[src/rtl/tmr_pkg.sv]
package tmr_pkg;

    localparam int TMR_CNT_W  = 8;
    localparam int TMR_CSEL_W = 3;
    localparam int TMR_PRE_W  = 12;
    localparam int TMR_EXP_W  = 4;

    localparam logic [TMR_EXP_W-1:0] EXP_SLOW   = 4'd11;
    localparam logic [TMR_EXP_W-1:0] EXP_MID    = 4'd7;
    localparam logic [TMR_EXP_W-1:0] EXP_FAST   = 4'd5;
    localparam logic [TMR_EXP_W-1:0] EXP_FASTER = 4'd3;

    typedef enum logic [1:0] {
        MODE_TIMER  = 2'b00,
        MODE_EVENT  = 2'b01,
        MODE_DIVOUT = 2'b10,
        MODE_ALT    = 2'b11
    } tmr_mode_e;

    typedef enum logic {
        REG_CTRL = 1'b0,
        REG_CMP  = 1'b1
    } tmr_reg_e;

    typedef struct packed {
        logic                  run;
        logic                  range;
        logic [TMR_CSEL_W-1:0] csel;
        tmr_mode_e             mode;
    } tmr_ctrl_t;

    function automatic tmr_ctrl_t tmr_unpack_ctrl(input logic [7:0] b);
        tmr_ctrl_t c;
        c.run   = b[7];
        c.range = b[5];
        c.csel  = b[4:2];
        c.mode  = tmr_mode_e'(b[1:0]);
        return c;
    endfunction

    function automatic logic [TMR_EXP_W-1:0] tmr_div_exp(
        input logic [TMR_CSEL_W-1:0] csel,
        input logic                  range
    );
        logic [TMR_EXP_W-1:0] base;
        case (csel)
            3'd0:    base = EXP_SLOW;
            3'd1:    base = EXP_MID;
            3'd2:    base = EXP_FAST;
            default: base = EXP_FASTER;
        endcase
        return base + {{(TMR_EXP_W-1){1'b0}}, range};
    endfunction

endpackage

[src/rtl/tmr_regs.sv]
module tmr_regs
    import tmr_pkg::*;
#(
    parameter int CNT_W = TMR_CNT_W
) (
    input  logic             clk,
    input  logic             rst,
    input  logic             wr_en,
    input  logic             wr_addr,
    input  logic [7:0]       wr_data,
    output tmr_ctrl_t        ctrl,
    output logic [CNT_W-1:0] cmp
);

    tmr_ctrl_t        ctrl_q;
    logic [CNT_W-1:0] cmp_q;
    logic             unused_spare;

    assign unused_spare = wr_data[6];

    always_ff @(posedge clk) begin
        if (rst) begin
            ctrl_q <= '0;
            cmp_q  <= '0;
        end else if (wr_en) begin
            if (tmr_reg_e'(wr_addr) == REG_CTRL) begin
                ctrl_q <= tmr_unpack_ctrl(wr_data);
            end else begin
                cmp_q <= wr_data[CNT_W-1:0];
            end
        end
    end

    assign ctrl = ctrl_q;
    assign cmp  = cmp_q;

endmodule

[src/rtl/tmr_prescaler.sv]
module tmr_prescaler
    import tmr_pkg::*;
#(
    parameter int PRE_W = TMR_PRE_W,
    parameter int EXP_W = TMR_EXP_W
) (
    input  logic             clk,
    input  logic             rst,
    input  logic             run,
    input  logic [EXP_W-1:0] exp_sel,
    output logic             tick
);

    logic [PRE_W-1:0] pcnt_q;
    logic [PRE_W-1:0] mask;

    always_ff @(posedge clk) begin
        if (rst || !run) begin
            pcnt_q <= '0;
        end else begin
            pcnt_q <= pcnt_q + PRE_W'(1);
        end
    end

    always_comb begin
        mask = (PRE_W'(1) << exp_sel) - PRE_W'(1);
        tick = run && ((pcnt_q & mask) == mask);
    end

    assert_tick_spaced_R2: assert property (@(posedge clk) disable iff (rst)
        tick |=> !tick);

    assert_no_tick_at_start_R2: assert property (@(posedge clk) disable iff (rst)
        $rose(run) |-> !tick);

endmodule

[src/rtl/tmr_evsync.sv]
module tmr_evsync #(
    parameter int SYNC_N = 2
) (
    input  logic clk,
    input  logic rst,
    input  logic pin,
    output logic rise,
    output logic fall
);

    logic [SYNC_N-1:0] stage_q;
    logic              prev_q;

    generate
        for (genvar i = 0; i < SYNC_N; i++) begin : g_stage
            if (i == 0) begin : g_first
                always_ff @(posedge clk) begin
                    if (rst) stage_q[i] <= 1'b0;
                    else     stage_q[i] <= pin;
                end
            end else begin : g_next
                always_ff @(posedge clk) begin
                    if (rst) stage_q[i] <= 1'b0;
                    else     stage_q[i] <= stage_q[i-1];
                end
            end
        end
    endgenerate

    always_ff @(posedge clk) begin
        if (rst) prev_q <= 1'b0;
        else     prev_q <= stage_q[SYNC_N-1];
    end

    assign rise = stage_q[SYNC_N-1] && !prev_q;
    assign fall = !stage_q[SYNC_N-1] && prev_q;

    assert_edge_exclusive_R7: assert property (@(posedge clk) disable iff (rst)
        $onehot0({rise, fall}));

    assert_edge_single_R7: assert property (@(posedge clk) disable iff (rst)
        rise |=> !rise);

endmodule

[src/rtl/tmr_core.sv]
module tmr_core
    import tmr_pkg::*;
#(
    parameter int CNT_W = TMR_CNT_W
) (
    input  logic             clk,
    input  logic             rst,
    input  logic             run,
    input  tmr_mode_e        mode,
    input  logic [CNT_W-1:0] cmp,
    input  logic             tick,
    input  logic             rise,
    input  logic             fall,
    output logic             irq,
    output logic             pdo
);

    logic [CNT_W-1:0] cnt_q;
    logic [CNT_W-1:0] cnt_inc;
    logic             hit;
    logic             adv;
    logic             clr;
    logic             irq_q;
    logic             pdo_q;

    always_comb begin
        cnt_inc = cnt_q + CNT_W'(1);
        hit     = (cmp == '0) || (cnt_inc == cmp);
        adv     = 1'b0;
        clr     = 1'b0;
        case (mode)
            MODE_EVENT: begin
                adv = rise;
                clr = fall && (cnt_q == cmp);
            end
            default: begin
                adv = tick;
                clr = tick && hit;
            end
        endcase
    end

    always_ff @(posedge clk) begin
        if (rst || !run) begin
            cnt_q <= '0;
        end else if (clr) begin
            cnt_q <= '0;
        end else if (adv) begin
            cnt_q <= cnt_inc;
        end
    end

    always_ff @(posedge clk) begin
        if (rst) begin
            irq_q <= 1'b0;
        end else begin
            irq_q <= run && clr;
        end
    end

    always_ff @(posedge clk) begin
        if (rst || !run) begin
            pdo_q <= 1'b0;
        end else if (clr && (mode == MODE_DIVOUT)) begin
            pdo_q <= !pdo_q;
        end
    end

    assign irq = irq_q;
    assign pdo = pdo_q;

    assert_irq_one_cycle_R10: assert property (@(posedge clk) disable iff (rst)
        irq_q |=> !irq_q);

    assert_stopped_quiet_R9: assert property (@(posedge clk) disable iff (rst)
        !run |=> (!irq_q && !pdo_q && cnt_q == '0));

    assert_toggle_with_irq_R8: assert property (@(posedge clk) disable iff (rst)
        (run && $past(run) && !$stable(pdo_q)) |-> irq_q);

    assert_event_match_on_fall_R6: assert property (@(posedge clk) disable iff (rst)
        (irq_q && mode == MODE_EVENT && $past(mode) == MODE_EVENT) |-> $past(fall));

endmodule

[src/rtl/tmr_top.sv]
module tmr_top
    import tmr_pkg::*;
#(
    parameter int CNT_W  = TMR_CNT_W,
    parameter int PRE_W  = TMR_PRE_W,
    parameter int SYNC_N = 2
) (
    input  logic       clk,
    input  logic       rst,
    input  logic       wr_en,
    input  logic       wr_addr,
    input  logic [7:0] wr_data,
    input  logic       evt_in,
    output logic       div_out,
    output logic       irq
);

    localparam int EXP_W = TMR_EXP_W;

    tmr_ctrl_t        ctrl;
    logic [CNT_W-1:0] cmp;
    logic [EXP_W-1:0] exp_sel;
    logic             tick;
    logic             rise;
    logic             fall;

    tmr_regs #(.CNT_W(CNT_W)) u_regs (
        .clk     (clk),
        .rst     (rst),
        .wr_en   (wr_en),
        .wr_addr (wr_addr),
        .wr_data (wr_data),
        .ctrl    (ctrl),
        .cmp     (cmp)
    );

    assign exp_sel = tmr_div_exp(ctrl.csel, ctrl.range);

    tmr_prescaler #(.PRE_W(PRE_W), .EXP_W(EXP_W)) u_pre (
        .clk     (clk),
        .rst     (rst),
        .run     (ctrl.run),
        .exp_sel (exp_sel),
        .tick    (tick)
    );

    tmr_evsync #(.SYNC_N(SYNC_N)) u_sync (
        .clk  (clk),
        .rst  (rst),
        .pin  (evt_in),
        .rise (rise),
        .fall (fall)
    );

    tmr_core #(.CNT_W(CNT_W)) u_core (
        .clk  (clk),
        .rst  (rst),
        .run  (ctrl.run),
        .mode (ctrl.mode),
        .cmp  (cmp),
        .tick (tick),
        .rise (rise),
        .fall (fall),
        .irq  (irq),
        .pdo  (div_out)
    );

    assert_event_ignores_tick_R5: assert property (@(posedge clk) disable iff (rst)
        (ctrl.mode == MODE_EVENT && $past(ctrl.mode) == MODE_EVENT && irq) |-> $past(fall));

endmodule

[config.mk]
export PLATFORM = sky130hd
export DESIGN_NAME = tmr_top
export DESIGN_NICKNAME = d
export VERILOG_FILES = /design/src/rtl/tmr_pkg.sv /design/src/rtl/tmr_regs.sv /design/src/rtl/tmr_prescaler.sv /design/src/rtl/tmr_evsync.sv /design/src/rtl/tmr_core.sv /design/src/rtl/tmr_top.sv
export SDC_FILE = /design/constraint.sdc
export NUM_CORES = 1
export LEC_CHECK = 0
export BUFFER_PORTS_ARGS = -buffer_cell sky130_fd_sc_hd__buf_2
export CORE_UTILIZATION = 50
export CTS_CLUSTER_SIZE = 28
export DETAILED_ROUTE_END_ITERATION = 10
export PLACE_DENSITY = 0.82
export SLEW_MARGIN = 5
export SYNTH_ARGS = -nofsm -noshare
export SYNTH_HDL_FRONTEND = slang
export SYNTH_SLANG_ARGS = --single-unit
export TNS_END_PERCENT = 30
[constraint.sdc]
create_clock -name clk -period 2.1 [get_ports clk]
set_input_delay 0.315 -clock clk [delete_from_list [all_inputs] [get_ports clk]]
set_output_delay 0.315 -clock clk [all_outputs]
set_load 0.02 [all_outputs]
==> out/metrics.yaml, run 1 <==
run_status: "finished with violations"
failed_checks: "setup timing"
finalHoldWorstSlack_ns: 0.224
clk_root_buffer_cell: "sky130_fd_sc_hd__clkbuf_8"
post_synth_inst_count: 255
wl_per_cell_um: 15.6
cp_class: "reg2reg"
grt_setup_unrepaired: "yes"
pin_count_of_the_biggest_net_entering_global_routing: 21
leakage_nw: 0.912
ys_top_cells_by_area: "sky130_fd_sc_hd__dfxtp_1, sky130_fd_sc_hd__a21oi_1, sky130_fd_sc_hd__nand2_1"
worstPathRequired_ns: 2.30
endpoint_kind: "flip-flop"
first_global_vias: 1840
worst_path_most_repeated_cell: "sky130_fd_sc_hd__buf_4"
detail_route.drc_violations: 0
synthesis.area_mm2: 0.00206
ys_seq_elements: 40
ys_types: 48
final_cell_count_without_fillers: 344
leading_area_contributor_after_synthesis: "sky130_fd_sc_hd__dfxtp_1"
initial_utilization_pct: 54.3
num_vias: 2035
layout.area.seq_um2: 811
globalplace.congestion: 0.902
drtPass1Iterations: 5
die_w_um: 66.3
critical_path.max_fanout: 4
numClockSinks: 40
post-route-worst-setup-slack_ns: -0.115
place.detailed.instances: 333
drt_wl_total_mm: 5.36
start_kind: "flip-flop"
hold_class: "in2reg"
synth_edf_count: 0
maxCapViolations: 0
fill_cells: 294
placedInstanceArea_mm2: 0.00234
final-max-slew-violation-count: 0
grt_pass1_wl_mm: 8.59
nNetsFinal: 311
worst-path-buf-inv: 2
dpl.hpwl_mm: 3.46
synthDominantCellAreaShare_pct: 38.8
worst-endpoint-arrival_ns: 2.42
globalRoute.totalOverflow: 0
fin_total_pwr_mw: 1.47
die_y_um: 66.3
critical-path-max-stage-delay_ns: 0.41
antenna_cells: 0
synth_most_common_cell: "sky130_fd_sc_hd__dfxtp_1"
layout.cell_area.non_filler_mm2: 0.00256
buffer_ports.inserted: 14
multiInputGateArea_mm2: 0.00130
areaGrowthSynthToFinish_pct: 24.0
final.min_clock_period_ns: 2.22
worst_path_dominant_cell_family: "simple AND/OR/NAND/NOR gates"
gr-usage-all-layers_pct: 26.4
clockBufferDepth: 2
hold_violations: 0
max_freq_ghz: 0.451
synth-seq-area-share_pct: 38.8
synth_commonest_cells: "sky130_fd_sc_hd__dfxtp_1, sky130_fd_sc_hd__nand2_1, sky130_fd_sc_hd__a21oi_1"
clock_latency_on_the_worst_skew_pair_ns: 0.30
ys_async_sr_fraction_pct: 0
design.die.area_mm2: 0.00439
setup_viol_count_final: 7
clkTransAtPathRegs_ns: 0.09
tritoncts_clock_tree: "built"
dp_slack_ns: -0.0553
route.antenna.remaining_nets: 0
via_per_inst: 5.92
design.portCount: 15
finClkSkew_ns: 0.00612
drive_gt1_share_pct: 24.7
cts-hold-fix-buffers: 0
syn_area_per_cell_um2: 8.10
dominantRegCellSynth: "sky130_fd_sc_hd__dfxtp_1"
vdd_ir_drop_max_mv: 0.473
layout_worst_path_cycle_share_pct: 105
count_of_yosys_warnings_during_synthesis: 0
initialDrtViolationCount: 180
h-tree-depth: 2
number_of_antenna_violations_at_the_first_check_in_global_routing: 0
fp-row-count: 22
power.density_mw_per_mm2: 574
cts_made_buffers: 5
core_area_mm2: 0.00380
path_cells: "buf_4, xnor2_1, or3_4, nor4_4, buf_4, a211oi_2, or3_1, and3_1"
critical-path-slowest-cell: "sky130_fd_sc_hd__or3_4"
==> state kept, by name, indices dropped and copies added (netlist names) <==
name	flops
u_core.cnt_q	8
u_core.irq	1
u_core.pdo	1
u_pre.pcnt_q	12
u_regs.cmp	8
u_regs.ctrl	7
u_sync.prev_q	1
u_sync.stage_q	2
==> kinds of logic (layout without fill, tap and decap cells) <==
logic type | after synthesis | in the layout | synth area share, %
multiplexers | 1 | 1 | 0.485
adder cells (fa/ha/maj) | 3 | 3 | 1.82
AO/OA/AOI/OAI | 54 | 54 | 15.8
XOR/XNOR | 21 | 21 | 9.27
buffers and inverters | 16 | 56 | 3.45
other | 1 | 2 | 0.182
flip-flops | 40 | 40 | 38.8
AND/OR/NAND/NOR | 119 | 119 | 30.2
==> final timing paths <==
path	from	endpoint	slack [ns]	cells past startpoint
max	u_core.cnt_q[0]	u_core.cnt_q[0]	-0.12	8
min	evt_in	u_sync.stage_q[0]	0.22	2
max reg2reg	u_core.cnt_q[0]	u_core.cnt_q[0]	-0.12	8
min reg2reg	u_sync.stage_q[0]	u_sync.stage_q[1]	0.44	1
==> report_power, final <==
part	switching (mW)	internal, mW	total (mW)
Clock	0.291	0.232	0.523
Sequential	0.0158	0.771	0.787
Combinational	0.0916	0.0681	0.160
==> worst register-to-register path: stages (launching register included) <==
cell and delay, ns:
sky130_fd_sc_hd__dfxtp_4 0.38, sky130_fd_sc_hd__buf_4 0.15, sky130_fd_sc_hd__xnor2_1 0.16, sky130_fd_sc_hd__or3_4 0.41
sky130_fd_sc_hd__nor4_4 0.30, sky130_fd_sc_hd__buf_4 0.18, sky130_fd_sc_hd__a211oi_2 0.07, sky130_fd_sc_hd__or3_1 0.31
sky130_fd_sc_hd__and3_1 0.16
==> stage by stage <==
stage | utilization (%) | setup TNS (ns)
final | 67.4 | -0.674
after global routing | 67.4 | -1.12
after detailed placement | 61.5 | -0.110
after floorplan | - | 0
after global placement | 61.5 | -0.00181
after CTS | 65.5 | 0
==> layer usage <==
metal	part of all wire (%)	routed length (µm)	up-vias	track usage, %
li1	-	-	976	-
met1	44	2340	947	34.3
met2	47	2520	86	40.6
met3	5.4	288	26	6.21
met4	3.9	210	0	13.0
met5	0	0	-	0
==> area by class of cell <==
class                      count  area share [%]
multi-input combinational    200            50.7
clock inverter                 3           0.733
clock buffer                   5            2.69
inverter                       6           0.880
tap                           48            2.35
sequential                    40            31.7
timing repair buffer          42            10.9
==> timing repair <==
action	CTS	global route
setup endpoints to repair	3	8
pin swaps	4	4
setup buffers	1	2
cloned	0	0
gates resized for setup	11	12
==> cell usage in the layout (no fill, tap or decap), types with 6 or more instances in the layout <==
cell type	n
sky130_fd_sc_hd__xor2_1	7
sky130_fd_sc_hd__nand2_1	31
sky130_fd_sc_hd__dfxtp_1	36
sky130_fd_sc_hd__xnor2_1	13
sky130_fd_sc_hd__o21ai_0	7
sky130_fd_sc_hd__a21oi_1	27
sky130_fd_sc_hd__buf_2	14
sky130_fd_sc_hd__buf_4	28
sky130_fd_sc_hd__nand2b_1	8
sky130_fd_sc_hd__nand3_1	20
sky130_fd_sc_hd__inv_1	6
sky130_fd_sc_hd__nor2_1	20
Note: power is estimated with default switching activity, not from simulation.
==> run 2: changes to the inputs <==
--- a/config.mk
+++ b/config.mk
@@ -10,6 +10,7 @@
 export CTS_CLUSTER_SIZE = 28
 export DETAILED_ROUTE_END_ITERATION = 10
 export PLACE_DENSITY = 0.82
+export SETUP_SLACK_MARGIN = 0.5
 export SLEW_MARGIN = 5
 export SYNTH_ARGS = -nofsm -noshare
 export SYNTH_HDL_FRONTEND = slang
==> run 2 against run 1 <==
  * The run still ends with setup timing left
  * Cell count decreased by 1.2%
  * Critical path depth decreased by 1
  * Critical endpoint is now u_core.pdo
  * Highest routed layer unchanged
  * Setup slack improved by 0.039 ns
  * Register-to-register slack improved by 0.04 ns
  * Sequential share of layout area decreased by 0.53 points
  * Clock skew increased by 0.0089 ns
  * Via count decreased by 1.8%
  * Utilization increased by 1.4 points
  * Clock power increased by 20%
  * Maximum frequency increased by 1.8%
  * Count of clock-buffer cells in the layout unchanged
  * Largest cell class unchanged
==> out/metrics.yaml, run 2 (synthesis gave the netlist of run 1 again) <==
run_status: "finished with violations"  # unchanged
failed_checks: "setup timing"  # unchanged
final_common_cell: "sky130_fd_sc_hd__dfxtp_1"  # unchanged
hold_class: "in2reg"  # unchanged
dpl.hpwl_mm: 3.32  # was 3.46 mm
h-tree-depth: 2  # unchanged
endpoint_kind: "flip-flop"  # unchanged
numClockSinks: 40  # unchanged
design.portCount: 15  # unchanged
die_y_um: 66.3  # unchanged
clk_root_buffer_cell: "sky130_fd_sc_hd__clkbuf_8"  # unchanged
number_of_antenna_violations_at_the_first_check_in_global_routing: 0  # unchanged
critical-path-max-stage-delay_ns: 0.39  # was 0.41 ns
tritoncts_clock_tree: "built"  # unchanged
nNetsFinal: 307  # was 311
drive_gt1_share_pct: 26.4  # was 24.7%
final-max-slew-violation-count: 0  # unchanged
final_cell_count_without_fillers: 340  # was 344
grt_setup_unrepaired: "yes"  # unchanged
path_cells: "ha_4, xor2_1, or3_4, nor4_4, a211oi_2, a2111oi_2, mux2i_1"  # was buf_4, xnor2_1, or3_4, nor4_4, buf_4, a211oi_2, or3_1, and3_1
pin_count_of_the_biggest_net_entering_global_routing: 21  # unchanged
core_area_mm2: 0.00380  # unchanged
cts-hold-fix-buffers: 0  # unchanged
die_w_um: 66.3  # unchanged
leakage_nw: 0.906  # was 0.912 nW
first_global_vias: 1823  # was 1840
grt_pass1_wl_mm: 8.11  # was 8.59 mm
route.antenna.remaining_nets: 0  # unchanged
initial_utilization_pct: 54.3  # unchanged
worst-path-buf-inv: 0  # was 2
worst_path_dominant_cell_family: "simple AND/OR/NAND/NOR gates"  # unchanged
power.density_mw_per_mm2: 606  # was 574 mW/mm²
maxCapViolations: 0  # unchanged
cts_made_buffers: 5  # unchanged
hold_violations: 0  # unchanged
place.detailed.instances: 326  # was 333
buffer_ports.inserted: 14  # unchanged
layout_worst_path_cycle_share_pct: 104  # was 105%
final.min_clock_period_ns: 2.18  # was 2.22 ns
vdd_ir_drop_max_mv: 0.509  # was 0.473 mV
drtPass1Iterations: 4  # was 5
dp_slack_ns: -0.0935  # was -0.0553 ns
areaGrowthSynthToFinish_pct: 26.5  # was 24.0%
globalRoute.totalOverflow: 0  # unchanged
critical-path-slowest-cell: "sky130_fd_sc_hd__or3_4"  # unchanged
gr-usage-all-layers_pct: 24.4  # was 26.4%
cp_class: "reg2reg"  # unchanged
drt_wl_total_mm: 5.30  # was 5.36 mm
fp-row-count: 22  # unchanged
initialDrtViolationCount: 87  # was 180
start_kind: "flip-flop"  # unchanged
largest_register_ffs: 12  # unchanged
finClkSkew_ns: 0.0150  # was 0.00612 ns
setup_viol_count_final: 8  # was 7
num_vias: 1999  # was 2035
max_flop_register: "u_pre.pcnt_q"  # unchanged
post-route-worst-setup-slack_ns: -0.0767  # was -0.115 ns
design.die.area_mm2: 0.00439  # unchanged
clock_latency_on_the_worst_skew_pair_ns: 0.29  # was 0.30 ns
fill_cells: 288  # was 294
globalplace.congestion: 0.914  # was 0.902
clkTransAtPathRegs_ns: 0.08  # was 0.09 ns
most_used_cells_in_the_layout_excluding_fill_and_tap_cells: "sky130_fd_sc_hd__dfxtp_1, sky130_fd_sc_hd__nand2_1, sky130_fd_sc_hd__a21oi_1"  # was sky130_fd_sc_hd__dfxtp_1, sky130_fd_sc_hd__nand2_1, sky130_fd_sc_hd__buf_4
max_freq_ghz: 0.459  # was 0.451 GHz
worstPathRequired_ns: 2.32  # was 2.30 ns
worst-endpoint-arrival_ns: 2.40  # was 2.42 ns
clockBufferDepth: 2  # unchanged
wl_per_cell_um: 15.6  # about the same
critical_path.max_fanout: 5  # was 4
via_per_inst: 5.88  # was 5.92
detail_route.drc_violations: 0  # unchanged
antenna_cells: 0  # unchanged
reg2reg_setup_slack_ns: -0.08  # was -0.12 ns
[run 2: cell types whose count changed in the layout (fill, tap and decap cells not counted), moves of 2 or more]
cell / previous run / this run
sky130_fd_sc_hd__a21oi_4: 0 / 2
sky130_fd_sc_hd__dfxtp_1: 36 / 34
sky130_fd_sc_hd__buf_4: 28 / 23
sky130_fd_sc_hd__dfxtp_2: 2 / 4
sky130_fd_sc_hd__a21oi_1: 27 / 25
[run 2: area by class of cell]
class | count | area [µm²] | area share [%]
multi-input combinational | 200 | 1350 | 51.7
tap | 48 | 60.1 | 2.30
clock inverter | 3 | 42.5 | 1.63
timing repair buffer | 38 | 254 | 9.73
clock buffer | 5 | 68.8 | 2.64
inverter | 6 | 22.5 | 0.862
sequential | 40 | 813 | 31.1
[run 2: through the flow]
step	util, %	setup TNS [ns]	hold WS, ns	cell area, µm²	power, mW
floorplan	-	0	0.414	2090	0.893
global placement	60.7	-0.0112	0.430	2310	0.933
detailed placement	60.7	-0.230	0.442	2310	0.935
CTS	64.8	0	0.227	2460	1.55
global route	68.7	-0.983	0.253	2610	1.64
finish	68.7	-0.415	0.231	2610	1.58
[run 2: power breakdown]
part           switching [mW]  internal, mW  leakage (nW)
registers              0.0179         0.771         0.328
clock network           0.278         0.352        0.0541
logic                  0.0936        0.0708         0.524
[run 2: timing repair]
action                                  4_1_cts  5_1_grt
hold endpoints to repair                      0        0
pin swaps                                     2        9
setup buffers                                 1        5
endpoints found under the setup margin       10       11
resized for setup                             9       23
[run 2: worst paths after layout]
kind / startpoint / end / cells past startpoint
worst max register to register: u_core.cnt_q[0] / u_core.pdo / 7
worst min register to register: u_sync.stage_q[0] / u_sync.stage_q[1] / 1
worst min-delay path: evt_in / u_sync.stage_q[0] / 2
worst max-delay path: u_core.cnt_q[0] / u_core.pdo / 7
[run 2: worst reg2reg max path: cells and delay by family, from the launching register on]
family | cells | cell delay [ns]
muxes | 1 | 0.21
AOI/OAI and AO/OA | 2 | 0.47
xor gates and xnor gates | 1 | 0.16
and+or+nand+nor | 2 | 0.65
adders and majority gates | 1 | 0.25
DFF | 1 | 0.37
[run 2: routing by layer]
metal	share of wire [%]	routed length, µm	global-route usage [%]	up-vias
met5	0	0	0	-
met4	2.2	118	8.78	0
met3	4.6	242	4.83	16
met2	48	2560	40.4	79
met1	45	2370	31.3	936
li1	-	-	-	968
